**src/rtl/mbw_pkg.sv**
```systemverilog
package mbw_pkg;
  localparam int LANES  = 4;
  localparam int DATA_W = LANES * 8;

  typedef logic [LANES-1:0] lane_t;

  // naturally aligned power-of-two lane group
  function automatic logic fifo_lanes_ok(lane_t en);
    logic ok;
    ok = 1'b0;
    for (int w = 1; w <= LANES; w = w * 2) begin
      for (int s = 0; s + w <= LANES; s = s + w) begin
        if (en == lane_t'(((1 << w) - 1) << s)) ok = 1'b1;
      end
    end
    return ok;
  endfunction

  function automatic logic [1:0] lane_index(lane_t en);
    logic [1:0] idx;
    idx = '0;
    for (int i = 0; i < LANES; i++) begin
      if (en[i]) idx = 2'(i);
    end
    return idx;
  endfunction
endpackage

```
**src/rtl/mbw_sync.sv**
```systemverilog
module mbw_sync #(
  parameter int          WIDTH  = 1,
  parameter int          STAGES = 2,
  parameter logic [WIDTH-1:0] RST_VAL = '0
) (
  input  logic             clk_i,
  input  logic             rst_ni,
  input  logic [WIDTH-1:0] async_i,
  output logic [WIDTH-1:0] sync_o
);
  for (genvar b = 0; b < WIDTH; b++) begin : g_bit
    logic [STAGES-1:0] chain_q;
    always_ff @(posedge clk_i or negedge rst_ni) begin
      if (!rst_ni) chain_q <= {STAGES{RST_VAL[b]}};
      else         chain_q <= {chain_q[STAGES-2:0], async_i[b]};
    end
    assign sync_o[b] = chain_q[STAGES-1];
  end
endmodule

```
**src/rtl/mbw_addr_latch.sv**
```systemverilog
module mbw_addr_latch #(
  parameter int ADDR_W = 8
) (
  input  logic              clk_i,
  input  logic              rst_ni,
  input  logic              capture_i,
  input  logic [ADDR_W-1:0] addr_i,
  output logic [ADDR_W-1:0] addr_o
);
  always_ff @(posedge clk_i or negedge rst_ni) begin
    if (!rst_ni)        addr_o <= '0;
    else if (capture_i) addr_o <= addr_i;
  end

  // address survives until the next address phase
  assert_addr_hold_R3: assert property (@(posedge clk_i) disable iff (!rst_ni)
    !capture_i |=> $stable(addr_o));
endmodule

```
**src/rtl/mbw_lane_decode.sv**
```systemverilog
module mbw_lane_decode
  import mbw_pkg::*;
(
  input  logic [DATA_W-1:0] data_i,
  input  lane_t             be_ni,
  input  logic              is_fifo_i,
  output logic              fifo_ok_o,
  output logic              reg_ok_o,
  output lane_t             mask_o,
  output logic [DATA_W-1:0] fifo_data_o,
  output logic [7:0]        reg_byte_o
);
  lane_t en;
  logic [LANES-1:0][7:0] lane_bytes;

  assign en     = ~be_ni;
  assign mask_o = en;

  for (genvar l = 0; l < LANES; l++) begin : g_lane
    assign lane_bytes[l]            = data_i[8*l +: 8];
    assign fifo_data_o[8*l +: 8]    = en[l] ? data_i[8*l +: 8] : 8'h00;
  end

  assign reg_byte_o = lane_bytes[lane_index(en)];
  assign fifo_ok_o  = is_fifo_i && fifo_lanes_ok(en);
  assign reg_ok_o   = !is_fifo_i && ($countones(en) == 1);
endmodule

```
**src/rtl/mbw_slave.sv**
```systemverilog
module mbw_slave
  import mbw_pkg::*;
#(
  parameter int         ADDR_W      = 8,
  parameter logic [7:0] FIFO_LO     = 8'h40,
  parameter logic [7:0] FIFO_HI     = 8'h43,
  parameter int         SYNC_STAGES = 2
) (
  input  logic              clk_i,
  input  logic              rst_ni,
  input  logic [31:0]       ad_i,
  input  logic [3:0]        be_ni,
  input  logic              ale_i,
  input  logic              wr_ni,
  input  logic              cs_ni,
  output logic              fifo_we_o,
  output logic [3:0]        fifo_mask_o,
  output logic [31:0]       fifo_data_o,
  output logic              reg_we_o,
  output logic [7:0]        reg_addr_o,
  output logic [7:0]        reg_data_o,
  output logic              err_o
);
  localparam logic [2:0] SYNC_RST = 3'b110; // {cs, wr, ale}: strobes idle

  logic [2:0] sync_lvl;
  logic       ale_s, wr_s, cs_s;
  logic       ale_d, strobe_d;
  logic       strobe_s, ale_fall, wr_done;
  logic [ADDR_W-1:0] addr_q;
  logic       is_fifo, fifo_ok, reg_ok;
  lane_t      dec_mask;
  logic [DATA_W-1:0] dec_data;
  logic [7:0] dec_byte;

  mbw_sync #(.WIDTH(3), .STAGES(SYNC_STAGES), .RST_VAL(SYNC_RST)) u_sync (
    .clk_i   (clk_i),
    .rst_ni  (rst_ni),
    .async_i ({cs_ni, wr_ni, ale_i}),
    .sync_o  (sync_lvl)
  );
  assign {cs_s, wr_s, ale_s} = sync_lvl;

  // high = idle; released when either line returns high
  assign strobe_s = wr_s | cs_s;

  always_ff @(posedge clk_i or negedge rst_ni) begin
    if (!rst_ni) begin
      ale_d    <= 1'b0;
      strobe_d <= 1'b1;
    end else begin
      ale_d    <= ale_s;
      strobe_d <= strobe_s;
    end
  end

  assign ale_fall = ale_d & ~ale_s;
  assign wr_done  = strobe_s & ~strobe_d;

  mbw_addr_latch #(.ADDR_W(ADDR_W)) u_addr (
    .clk_i     (clk_i),
    .rst_ni    (rst_ni),
    .capture_i (ale_fall),
    .addr_i    (ad_i[ADDR_W-1:0]),
    .addr_o    (addr_q)
  );

  assign is_fifo = (addr_q >= FIFO_LO) && (addr_q <= FIFO_HI);

  mbw_lane_decode u_dec (
    .data_i      (ad_i),
    .be_ni       (be_ni),
    .is_fifo_i   (is_fifo),
    .fifo_ok_o   (fifo_ok),
    .reg_ok_o    (reg_ok),
    .mask_o      (dec_mask),
    .fifo_data_o (dec_data),
    .reg_byte_o  (dec_byte)
  );

  always_ff @(posedge clk_i or negedge rst_ni) begin
    if (!rst_ni) begin
      fifo_we_o   <= 1'b0;
      fifo_mask_o <= '0;
      fifo_data_o <= '0;
      reg_we_o    <= 1'b0;
      reg_addr_o  <= '0;
      reg_data_o  <= '0;
      err_o       <= 1'b0;
    end else begin
      fifo_we_o <= wr_done & fifo_ok;
      reg_we_o  <= wr_done & reg_ok;
      err_o     <= wr_done & ~fifo_ok & ~reg_ok;
      if (wr_done & fifo_ok) begin
        fifo_mask_o <= dec_mask;
        fifo_data_o <= dec_data;
      end
      if (wr_done & reg_ok) begin
        reg_addr_o <= addr_q;
        reg_data_o <= dec_byte;
      end
    end
  end

  assert_one_target_R4: assert property (@(posedge clk_i) disable iff (!rst_ni)
    $onehot0({fifo_we_o, reg_we_o, err_o}));

  assert_single_pulse_R4: assert property (@(posedge clk_i) disable iff (!rst_ni)
    (fifo_we_o || reg_we_o || err_o) |=> !(fifo_we_o || reg_we_o || err_o));

  assert_commit_on_release_R4: assert property (@(posedge clk_i) disable iff (!rst_ni)
    (fifo_we_o || reg_we_o || err_o) |-> $past(wr_done));

  assert_reg_outside_window_R6: assert property (@(posedge clk_i) disable iff (!rst_ni)
    reg_we_o |-> !((reg_addr_o >= FIFO_LO) && (reg_addr_o <= FIFO_HI)));

  assert_fifo_mask_legal_R7: assert property (@(posedge clk_i) disable iff (!rst_ni)
    fifo_we_o |-> fifo_lanes_ok(fifo_mask_o));

  assert_reg_single_lane_R9: assert property (@(posedge clk_i) disable iff (!rst_ni)
    reg_we_o |-> $past($countones(~be_ni) == 1));
endmodule

```
**config.mk**
```make
export PLATFORM = sky130hd
export DESIGN_NAME = mbw_slave
export DESIGN_NICKNAME = d
export VERILOG_FILES = /design/src/rtl/mbw_pkg.sv /design/src/rtl/mbw_sync.sv /design/src/rtl/mbw_addr_latch.sv /design/src/rtl/mbw_lane_decode.sv /design/src/rtl/mbw_slave.sv
export SDC_FILE = /design/constraint.sdc
export NUM_CORES = 1
export LEC_CHECK = 0
export BUFFER_PORTS_ARGS = -buffer_cell sky130_fd_sc_hd__buf_4
export CORE_MARGIN = 2
export CORE_UTILIZATION = 38
export DETAILED_ROUTE_END_ITERATION = 7
export PLACE_DENSITY_LB_ADDON = 0.3
export SYNTH_ARGS = -nofsm -noshare
export SYNTH_HDL_FRONTEND = slang
export SYNTH_SLANG_ARGS = --single-unit
export TNS_END_PERCENT = 5
```
**constraint.sdc**
```tcl
create_clock -name clk_i -period 3.9 [get_ports clk_i]
set_clock_uncertainty 0.1 [all_clocks]
set_input_delay 0 -clock clk_i [delete_from_list [all_inputs] [get_ports clk_i]]
set_output_delay 0 -clock clk_i [all_outputs]
set_load 0.02 [all_outputs]
```
==> impl_metrics.env <==
export IMPL_status="completed"
export IMPL_gp_congestion=0.754
export IMPL_clk_latency_ns=0.34
export IMPL_fmax_mhz=369
export IMPL_n_antenna_cell=0
export IMPL_yosysTopAreaCell="dfrtp_1"
export IMPL_tightest_slew_ns=0.901
export IMPL_drt_pass1_iter_count=4
export IMPL_drive_gt1_frac=0.525
export IMPL_cts_htree_levels=3
export IMPL_worstSetupStartpointType="input pin"
export IMPL_chipHeight_um=95.4
export IMPL_drc_errors=0
export IMPL_syn_num_nets=260
export IMPL_grt_pass1_wl_mm=12.0
export IMPL_vias=2216
export IMPL_routed_via_density=4.77
export IMPL_nets=407
export IMPL_syn_inst=208
export IMPL_yosys_cell_types_count=24
export IMPL_post_cts_resized=0
export IMPL_path_buf_inv=4
export IMPL_finalCriticalPeriod_ns=2.71
export IMPL_critPathTopFamily="buffers and inverters"
export IMPL_grtUsageMet2=0.295
export IMPL_rsz0062_at_grt="no"
export IMPL_fin_setup_tns_ns=0
export IMPL_busiest_layer="met2"
export IMPL_grt_pass1_vias=2323
export IMPL_cp_slowest_cell="dlygate4sd3_1"
export IMPL_drt_iter0_drc=46
export IMPL_placed_cell_area_um2=3990
export IMPL_hold_viol=0
export IMPL_io_pins=96
export IMPL_finalSetupViolCount=0
export IMPL_use_met3=0.0538
export IMPL_rows=33
export IMPL_clk_path_buf_depth=2
export IMPL_ir_worst_vdd_mv=0.215
export IMPL_max_stage_delay_ns=0.52
export IMPL_cts_root_buffer_cell="clkbuf_8"
export IMPL_area_growth_syn_to_layout_pct=46.4
export IMPL_die_w_um=95.4
export IMPL_cts_buffers=9
export IMPL_fp_dieArea_um2=9090
export IMPL_cts_tree="yes"
export IMPL_initial_core_util=0.390
export IMPL_cp_arrival_ns=2.84
export IMPL_antenna_found_initial=0
export IMPL_synth_top_area_frac=0.521
export IMPL_criticalPathCategory="in2reg"
export IMPL_multi_input_area_um2=1320
export IMPL_synth_area_per_cell_um2=15.2
export IMPL_dpl_hpwl_mm=5.15
export IMPL_fin_crit_sh=0.696
export IMPL_port_buffers=95
export IMPL_yosysSeqAreaShare=0.562
export IMPL_hold_class="in2reg"
export IMPL_synth_area_top_cells="dfrtp_1 (52%), mux2_2 (21%), nor2b_1 (5.7%)"
export IMPL_layout_common_cells="buf_4 (96), dfrtp_1 (66), mux2_2 (60)"
export IMPL_cp_cell_sequence="dlygate4sd3_1, buf_4, inv_1, ha_1, ha_1, fa_1, nor2_1, nand2_1, nor3b_2, buf_4, mux2_2"
export IMPL_fp_coreArea_um2=8130
export IMPL_cp_max_fo=17
export IMPL_cp_required_ns=4.02
export IMPL_drv_slew=0
export IMPL_synth_seq_cells=71
export IMPL_grt_usage=0.182
export IMPL_slew_headroom=0.399
export IMPL_end_kind="flip-flop"
export IMPL_wirelength_mm=7.79
export IMPL_stdcell_area_um2=4640
export IMPL_clk_pin_slew_ns=0.07
export IMPL_syn_area_um2=3170
export IMPL_leakage_uw=0.00225
export IMPL_power_density_nw_per_um2=446
export IMPL_yosysWarningCount=0
export IMPL_clock_sinks=71
export IMPL_layout_commonest_cell="buf_4"
export IMPL_timing_max_cap_violations=0
export IMPL_drtAntennaViolNets=0
export IMPL_grt_max_degree=72
export IMPL_seq_area_um2=1780
export IMPL_nFillCells=658
export IMPL_gr_total_overflow=0
export IMPL_wl_per_cell_um=16.7
export IMPL_grt_use_met1=0.232
metrics by stage:
stage / util / hold WS [ns] / cells / setup slack (ns) / total power [uW]
3_5_place_dp: 0.491 / 0.0103 / 403 / 1.35 / 1480
3_3_place_gp: 0.491 / 0.0102 / 403 / 1.40 / 1470
2_1_floorplan: - / -0.396 / 208 / 1.29 / 1210
4_1_cts: 0.571 / 0.000128 / 465 / 1.17 / 2090
5_1_grt: 0.571 / 0.00761 / 465 / 1.06 / 2180
6_report: 0.571 / 0.0101 / 465 / 1.19 / 2070
flip-flops by register name, indices dropped and copies added, names as in the netlist:
name	cells
reg_we_o	1
fifo_data_o	32
fifo_we_o	1
u_sync.g_bit.chain_q	6
strobe_d	1
reg_data_o	8
reg_addr_o	8
u_addr.addr_o	8
err_o	1
fifo_mask_o	4
ale_d	1
cells in the mapped netlist:
cell type,count
nor3_4,1
inv_1,4
ha_1,10
fa_1,1
dfstp_2,5
a221oi_2,1
mux2_2,60
nor2_1,2
buf_2,2
or3_1,2
mux4_2,8
buf_6,3
nand3b_1,1
and2b_1,3
a21oi_2,1
a311oi_1,1
nand2b_1,2
nor2b_1,29
nand2_1,1
nor4_1,1
clkbuf_1,2
dfrtp_1,66
nor3b_2,1
or2_2,1
power breakdown:
group | internal, uW | total [uW] | switching [uW]
clock network | 310 | 575 | 265
registers | 857 | 927 | 70.6
logic | 298 | 568 | 270
total | 1470 | 2070 | 605
cell type report:
cell class	instances	share of cell area
flip-flops and latches	71	0.384
well taps	105	0.0283
inverters	4	0.00323
repair buffers	143	0.259
multi-input cells	126	0.285
clock inverters	4	0.00970
clock buffers	12	0.0313
routing by layer:
metal	part of all wire	up-vias
met4	0.016	0
met5	0	-
li1	-	1025
met3	0.050	9
met2	0.49	62
met1	0.44	1120
final timing paths:
path	to	from	cells after the start	slack [ns]
worst min register to register	u_sync.g_bit[0].chain_q[1]	u_sync.g_bit[0].chain_q[0]	0	0.25
max in group asynchronous	fifo_mask_o[3]	rst_ni	2	2.89
worst min-delay path	fifo_data_o[31]	be_ni[3]	3	0.01
worst max-delay path	reg_addr_o[1]	be_ni[0]	11	1.19
min in group asynchronous	reg_addr_o[7]	rst_ni	2	0.22
worst max register to register	fifo_data_o[26]	u_addr.addr_o[2]	5	1.43
cells by family (layout without fill, tap and decap cells):
group	after synthesis	after routing	share of synthesized area
AND/OR/NAND/NOR	44	44	0.0911
multiplexers	68	68	0.270
adder cells (fa/ha/maj)	11	11	0.0458
AO/OA/AOI/OAI	3	3	0.0103
buffers and inverters	11	163	0.0209
flip-flops	71	71	0.562
repair_timing:
action,CTS,global route
endpoints found under the hold margin,109,0
buffers inserted,0,0
endpoints found under the setup margin,0,0
hold buffers,46,0
tightest hold or removal path, stage by stage:
cell and delay [ns]:
buf_4 0.16, nor2b_1 0.10, mux2_2 0.15
Power figures use the tool's default switching activity.
